[src/rtl/tse_pkg.sv]
package tse_pkg;
  localparam int NUM_STAGES  = 5;
  localparam int STG_FETCH   = 0;
  localparam int STG_DECODE  = 1;
  localparam int STG_EXEC    = 2;
  localparam int STG_MEM     = 3;
  localparam int STG_WB      = 4;
  // forwarding code: operand comes from the instruction now in execute
  localparam int FWD_CODE_EX = 1;

  typedef enum logic [1:0] {
    EVT_NONE  = 2'd0,
    EVT_ELIDE = 2'd1,
    EVT_FULL  = 2'd2
  } err_evt_e;
endpackage

[src/rtl/tse_dep_check.sv]
module tse_dep_check #(
  parameter int NSRC  = 2,
  parameter int FWD_W = 2,
  parameter int NUNIT = 4
) (
  input  logic                   id_valid_i,
  input  logic [NSRC*FWD_W-1:0]  fwd_sel_i,
  input  logic [NUNIT-1:0]       id_unit_i,
  input  logic [NUNIT-1:0]       ex_unit_i,
  output logic                   indep_o
);
  import tse_pkg::*;

  logic [NSRC-1:0]  src_hit;
  logic [NUNIT-1:0] unit_share;
  logic             data_dep;
  logic             res_dep;

  // one comparator per source operand
  for (genvar s = 0; s < NSRC; s++) begin : g_src
    assign src_hit[s] = (fwd_sel_i[s*FWD_W +: FWD_W] == FWD_W'(FWD_CODE_EX));
  end

  // one overlap term per execution unit
  for (genvar u = 0; u < NUNIT; u++) begin : g_unit
    assign unit_share[u] = id_unit_i[u] & ex_unit_i[u];
  end

  assign data_dep = |src_hit;
  assign res_dep  = |unit_share;
  assign indep_o  = !id_valid_i || (!data_dep && !res_dep);
endmodule

[src/rtl/tse_stall_mux.sv]
module tse_stall_mux #(
  parameter int NSTAGE = 5
) (
  input  logic              err_i,
  input  logic              indep_i,
  input  logic [NSTAGE-1:0] base_stall_i,
  output logic [NSTAGE-1:0] stall_o,
  output logic [NSTAGE-1:0] en_o,
  output logic              fix_o,
  output logic              merge_o,
  output tse_pkg::err_evt_e evt_o
);
  import tse_pkg::*;

  logic base_any;
  logic elide;
  logic freeze;

  assign base_any = |base_stall_i;
  assign elide    = err_i && indep_i && !base_any;
  assign freeze   = err_i && !elide;

  for (genvar g = 0; g < NSTAGE; g++) begin : g_stage
    assign stall_o[g] = freeze | base_stall_i[g];
    assign en_o[g]    = ~stall_o[g];
  end

  assign fix_o   = err_i;
  assign merge_o = elide;

  always_comb begin
    evt_o = EVT_NONE;
    if (elide)       evt_o = EVT_ELIDE;
    else if (freeze) evt_o = EVT_FULL;
  end
endmodule

[src/rtl/tse_sat_cnt.sv]
module tse_sat_cnt #(
  parameter int W = 6
) (
  input  logic         clk,
  input  logic         rst,
  input  logic         inc_i,
  output logic [W-1:0] cnt_o
);
  localparam logic [W-1:0] TOP = '1;

  always_ff @(posedge clk) begin
    if (rst)                       cnt_o <= '0;
    else if (inc_i && cnt_o != TOP) cnt_o <= cnt_o + 1'b1;
  end

  AST_CNT_STEP: assert property (@(posedge clk) disable iff (rst)
    inc_i && cnt_o != TOP |=> cnt_o == $past(cnt_o) + 1'b1);
  AST_CNT_IDLE: assert property (@(posedge clk) disable iff (rst)
    !inc_i |=> $stable(cnt_o));
  AST_CNT_CEIL: assert property (@(posedge clk) disable iff (rst)
    cnt_o == TOP |=> cnt_o == TOP);
endmodule

[src/rtl/tmg_stall_elider.sv]
module tmg_stall_elider #(
  parameter int NSTAGE = 5,
  parameter int NSRC   = 2,
  parameter int FWD_W  = 2,
  parameter int NUNIT  = 4,
  parameter int CNT_W  = 6
) (
  input  logic                  clk,
  input  logic                  rst,
  input  logic                  err_i,
  input  logic [NSTAGE-1:0]     base_stall_i,
  input  logic                  id_valid_i,
  input  logic [NSRC*FWD_W-1:0] fwd_sel_i,
  input  logic [NUNIT-1:0]      id_unit_i,
  input  logic [NUNIT-1:0]      ex_unit_i,
  output logic [NSTAGE-1:0]     stall_o,
  output logic [NSTAGE-1:0]     en_o,
  output logic                  exmem_fix_o,
  output logic                  exmem_merge_o,
  output logic [CNT_W-1:0]      elided_cnt_o,
  output logic [CNT_W-1:0]      stalled_cnt_o
);
  import tse_pkg::*;

  localparam int NCNT = 2;

  logic      indep;
  err_evt_e  evt;
  logic [NCNT-1:0]        cnt_inc;
  logic [NCNT*CNT_W-1:0]  cnt_bus;

  tse_dep_check #(.NSRC(NSRC), .FWD_W(FWD_W), .NUNIT(NUNIT)) u_dep (
    .id_valid_i (id_valid_i),
    .fwd_sel_i  (fwd_sel_i),
    .id_unit_i  (id_unit_i),
    .ex_unit_i  (ex_unit_i),
    .indep_o    (indep)
  );

  tse_stall_mux #(.NSTAGE(NSTAGE)) u_mux (
    .err_i        (err_i),
    .indep_i      (indep),
    .base_stall_i (base_stall_i),
    .stall_o      (stall_o),
    .en_o         (en_o),
    .fix_o        (exmem_fix_o),
    .merge_o      (exmem_merge_o),
    .evt_o        (evt)
  );

  assign cnt_inc[0] = (evt == EVT_ELIDE);
  assign cnt_inc[1] = (evt == EVT_FULL);

  for (genvar c = 0; c < NCNT; c++) begin : g_cnt
    tse_sat_cnt #(.W(CNT_W)) u_cnt (
      .clk   (clk),
      .rst   (rst),
      .inc_i (cnt_inc[c]),
      .cnt_o (cnt_bus[c*CNT_W +: CNT_W])
    );
  end

  assign elided_cnt_o  = cnt_bus[0 +: CNT_W];
  assign stalled_cnt_o = cnt_bus[CNT_W +: CNT_W];

  AST_QUIET_PASS: assert property (@(posedge clk) disable iff (rst)
    !err_i |-> stall_o == base_stall_i && !exmem_fix_o && !exmem_merge_o);
  AST_DATA_FREEZE: assert property (@(posedge clk) disable iff (rst)
    err_i && id_valid_i && fwd_sel_i[FWD_W-1:0] == FWD_W'(FWD_CODE_EX)
      |-> stall_o == '1 && en_o == '0);
  AST_UNIT_FREEZE: assert property (@(posedge clk) disable iff (rst)
    err_i && id_valid_i && (id_unit_i & ex_unit_i) != '0 |-> stall_o == '1);
  AST_FIX_ON_ERR: assert property (@(posedge clk) disable iff (rst)
    err_i |-> exmem_fix_o);
  AST_MERGE_NO_STALL: assert property (@(posedge clk) disable iff (rst)
    exmem_merge_o |-> stall_o == '0 && err_i);
  AST_BUBBLE_GOES: assert property (@(posedge clk) disable iff (rst)
    err_i && !id_valid_i && base_stall_i == '0 |-> exmem_merge_o);
  AST_BASE_FORCES: assert property (@(posedge clk) disable iff (rst)
    err_i && base_stall_i != '0 |-> stall_o == '1 && !exmem_merge_o);
  AST_SINGLE_EVT: assert property (@(posedge clk) disable iff (rst)
    $onehot0(cnt_inc));
endmodule

[config.mk]
export PLATFORM = sky130hd
export DESIGN_NAME = tmg_stall_elider
export DESIGN_NICKNAME = d
export VERILOG_FILES = /design/src/rtl/tse_pkg.sv /design/src/rtl/tse_dep_check.sv /design/src/rtl/tse_stall_mux.sv /design/src/rtl/tse_sat_cnt.sv /design/src/rtl/tmg_stall_elider.sv
export SDC_FILE = /design/constraint.sdc
export NUM_CORES = 1
export LEC_CHECK = 0
export BUFFER_PORTS_ARGS = -buffer_cell sky130_fd_sc_hd__buf_2
export CAP_MARGIN = 30
export CORE_MARGIN = 2
export CORE_UTILIZATION = 39
export CTS_BUF_LIST = sky130_fd_sc_hd__clkbuf_2
export DETAILED_ROUTE_END_ITERATION = 10
export GPL_TIMING_DRIVEN = 0
export PLACE_DENSITY = 0.85
export SLEW_MARGIN = 5
export SYNTH_ARGS = -nofsm -noshare
export SYNTH_HDL_FRONTEND = slang
export SYNTH_SLANG_ARGS = --single-unit
export TNS_END_PERCENT = 5
[constraint.sdc]
create_clock -name clk -period 1.8 [get_ports clk]
set_input_delay 0.27 -clock clk [delete_from_list [all_inputs] [get_ports clk]]
set_output_delay 0.27 -clock clk [all_outputs]
set_load 0.02 [all_outputs]
## After elaboration in Yosys (flattened, before gate mapping)

Cells that the tools add are included.

- Output and inout bits: 24
- Memories kept: 0
- Logic and storage cells: 41
- Bits in latches: 0
- Bits in registers: 12
- Memory bits (read-only): 0
- Bits in writable memories: 0

- Equal/unequal tests: 6
- Multipliers: 0
- Shift operators: 0
- Reduce and logical (&&, ||, !) cells: 15
- $lt $le $gt $ge: 0
- Add/subtract/negate cells: 2
- Divide/modulo/power cells: 0
- Bitwise logic cells: 14
- Mux-type cells: 2

Operator list:

| cell | number |
|---|---|
| adder 6 x 1 -> 6 bit, second input constant | 2 |
| != test 6 bit, second input constant | 2 |
| == test 2 x 1 -> 1 bit, second input constant | 3 |
| logical AND 1 bit | 6 |
| logical NOT 1 bit | 5 |
| NOT 1 bit | 5 |
| OR 1 bit | 5 |
| OR reduction 5 bit | 1 |
| bitwise AND 1 bit | 4 |
| 2-to-1 mux 2 bit | 2 |
| OR reduction 4 bit | 1 |
| == test 2 bit, second input constant | 1 |
| OR reduction 2 bit | 1 |
| logical OR 1 bit | 1 |

## Depth between registers and ports, before layout

- Depth in word-level cells: 13
- Mapped depth: 6

## Modules after synthesis

From an unflattened synthesis, not the netlist that was laid out.

- Cells, all modules: 85
- Area total of the unflattened synthesis: 738.2 um2

Modules (own cells, without submodules):

| module | instances | area an instance (um2) | cells an instance |
|---|---|---|---|
| tse_sat_cnt | 2 | 266.5 | 27 |
| tse_stall_mux | 1 | 143.9 | 24 |
| tse_dep_check | 1 | 46.3 | 5 |
| tmg_stall_elider | 1 | 15.0 | 2 |

## Worst setup path before layout

OpenSTA, ideal clock, no wires.

- Path type: input to output
- Start point: input port base_stall_i[1]
- End point: output port stall_o[0]
- Path slack: -268 ps
- Cell stages on the path: 6
- Arrival time: 1798 ps
- Data required time: 1530 ps
- Cell sequence: or4b_4 -> nor3_4 -> or2b_4 -> nand2_1 -> nor2_1 -> inv_1

- Cells in the longest elaborated chain, start to end: 6

RTL lines:

| element | RTL line | RTL |
|---|---|---|
| start: declaration | tmg_stall_elider.sv:11 | `input logic [NSTAGE-1:0] base_stall_i,` |
| OR reduction 5 bit | tse_stall_mux.sv:19 | `assign base_any = \|base_stall_i;` |
| logical NOT 1 bit | tse_stall_mux.sv:20 | `assign elide = err_i && indep_i && !base_any;` |
| logical AND 1 bit | tse_stall_mux.sv:20 |  |
| logical NOT 1 bit | tse_stall_mux.sv:21 | `assign freeze = err_i && !elide;` |
| logical AND 1 bit | tse_stall_mux.sv:21 |  |
| OR 1 bit | tse_stall_mux.sv:24 | `assign stall_o[g] = freeze \| base_stall_i[g];` |
| end: declaration | tmg_stall_elider.sv:16 | `output logic [NSTAGE-1:0] stall_o,` |

Every way passes these cells.

## Worst setup path after layout

- Start point: input port base_stall_i[3]
- End point: output port stall_o[4]

The elaborated chain is that of the path after synthesis.

==> impl_metrics.toml <==
[grt]
track_usage_pct = 19.1
antenna_found_initial = 0
global_route.overflow_total = 0
grt_first_pass_wirelength_um = 2900
grt_max_degree = 11
grt_pass1_vias = 697

[final_layout]
finalNonFillerCells = 168
utilization_pct = 67.7
final_layout_size_suffix_gt1_share_pct = 53.1
diodes = 0
final_common_cell = "buf_2"
final_net_count = 167
final_cell_mix = "buf_2, buf_4, dfxtp_1"
reg.largest.list = "g_cnt.u_cnt.cnt_o x12"
largest-register = "g_cnt.u_cnt.cnt_o"
largest_register_ff_count = 12
syn2layout_area_growth_pct = 62.2

[route]
wl_met3_um = 85
vias = 823
vias_per_cell = 4.90
drt_first_iter_violations = 17
wl_per_cell_um = 10.8
routed.top_layer = "met4"
wl_met2_um = 935
drt-met1-wl_um = 758
drc = 0
wl_um = 1820
dr.pass1.iters = 4
ant_nets = 0

[setup_path]
critPathLaunch = "base_stall_i[3]"
crit_fanout = 6
reg2reg_depth = 5
timing.rr.start = "g_cnt[0].u_cnt.cnt_o[0]$_SDFFE_PP0P_"
critPathLaunchType = "input pin"
crit_end = "stall_o[4]"
rrSetupSlack_ps = 240
path_class = "in -> out"
arrival_ps = 1590
r2r-end = "g_cnt[0].u_cnt.cnt_o[5]$_SDFFE_PP0P_"
required_ps = 1530
end_kind = "output pin"

[yosys]
ys_warn_count = 0
syn-num-nets = 111
yosysSeqAreaShare_pct = 33.3
yosysUniqueCellTypes = 35
syn_area_um2 = 721
ys.flop_type = "dfxtp_1"
synth.avg_cell_area_um2 = 8.19
ys_seq_elements = 12
ys_async_sr_fraction_pct = 0
synth_edf_count = 0
netlist_instances = 88

[sta]
fin_skew_ps = 9.20
fmax_ghz = 0.539
worstMarginPinSlew_ps = 478
period_minus_slack_ps = 1860
timing.final.ws_setup_ps = -56.1
setup_viol = 11
timing.slew.headroom_pct = 67.8
hold_viol = 0
holdWs_ps = 170
maxSlewViolCount = 0
rsz0062_at_grt = "true"
finalCritPeriodShare_pct = 103

[status]
status = "complete, but fails checks"
violations = "negative setup slack"

[floorplanning]
die_height_um = 47.0
io_pins = 45
fp.dieW_um = 47.0
rows = 15
die_area_um2 = 2210
initial_core_util_pct = 41.7
core_area_um2 = 1730

[place]
dpl.cell_count = 157
io_buffers = 44
hpwlAfterDp_um = 1380
place_congestion = 0.784

[run]
max-cap-violations = 0

[clock_tree]
cts.htree.levels = 1
cts_hold_buf = 0
cts.sinks = 12
clk_path_buf_depth = 2
clock_latency_ps = 280
cts_root_buffer = "clkbuf_2"
clk_pin_slew_ps = 120
numCtsBuffers = 3
cts_tree = "built"

[power]
peakVddDrop_v = 0.000406
p_leak_nw = 0.556
powerDensity_nw_per_um2 = 512

[hold_path]
min_path_type = "in -> reg"
[worst min path at each step]
stage / from / to / cells past startpoint
floorplan: rst / g_cnt[0].u_cnt.cnt_o[2]$_SDFFE_PP0P_ / 1
global placement: rst / g_cnt[0].u_cnt.cnt_o[2]$_SDFFE_PP0P_ / 2
detailed placement: rst / g_cnt[0].u_cnt.cnt_o[2]$_SDFFE_PP0P_ / 2
CTS: rst / g_cnt[0].u_cnt.cnt_o[2]$_SDFFE_PP0P_ / 2
global route: rst / g_cnt[0].u_cnt.cnt_o[2]$_SDFFE_PP0P_ / 2
finish: rst / g_cnt[0].u_cnt.cnt_o[2]$_SDFFE_PP0P_ / 2
[logic make-up after synthesis]
kind of cell / synth area share, %
mux: 4.86
fa+ha+maj: 3.47
buf+inv: 6.25
simple gates: 32.8
flops: 33.3
compound gates: 15.6
xor+xnor: 3.65
[cells in the mapped netlist, types with 2 or more instances]
master	n	area, µm²
o21ai_0	4	20.0
a21oi_1	7	35.0
nand4_1	2	12.5
or3_1	2	12.5
xnor2_1	2	17.5
inv_1	9	33.8
dfxtp_1	12	240
mux2i_1	2	20.0
nor2b_1	2	12.5
nand3_1	6	30.0
and3_1	3	18.8
nor2_1	11	41.3
ha_1	2	25.0
nand2_1	3	11.3
[final cells by class]
cell class	count	area (µm²)
Sequential cell	12	240
Inverter	9	33.8
Clock inverter	1	3.75
Timing Repair Buffer	51	343
Clock buffer	3	15.0
Buffer	2	11.3
Fill cell	141	558
Multi-Input combinational cell	65	490
Tap cell	25	31.3
[report_power, final]
group / total, mW / switching [mW] / internal [mW]
registers: 0.279 / 0.00677 / 0.273
logic: 0.175 / 0.0922 / 0.0831
clock network: 0.144 / 0.0958 / 0.0482
total: 0.599 / 0.195 / 0.404
[layer usage]
metal | vias to the layer above | GRT usage, %
li1 | 419 | -
met1 | 373 | 21.7
met2 | 27 | 32.1
met3 | 4 | 5.77
met4 | 0 | 10.0
met5 | - | 0
[critical path: stages]
cell and delay (ps):
buf_8 90, or4b_4 540, nor3_4 150, or2b_4 180, nand2_8 90, nor2_4 100, inv_2 40, buf_6 120
[metrics by stage]
stage | setup TNS, ps | total power [mW] | worst slack, ps | instance area [µm²]
CTS | -1450 | 0.601 | -147 | 1150
detailed placement | -3260 | 0.430 | -265 | 1020
global placement | -2670 | 0.425 | -232 | 1020
global route | -1060 | 0.631 | -117 | 1170
floorplan | -186 | 0.373 | -35.8 | 766
finish | -458 | 0.599 | -56.1 | 1170
[what timing repair did]
| action | in CTS | in global routing |
|---|---|---|
| pin swaps | 7 | 2 |
| setup endpoints to repair | 10 | 13 |
| resized for setup | 25 | 0 |
| setup buffers | 5 | 2 |
(Power assumes the default switching activity.)
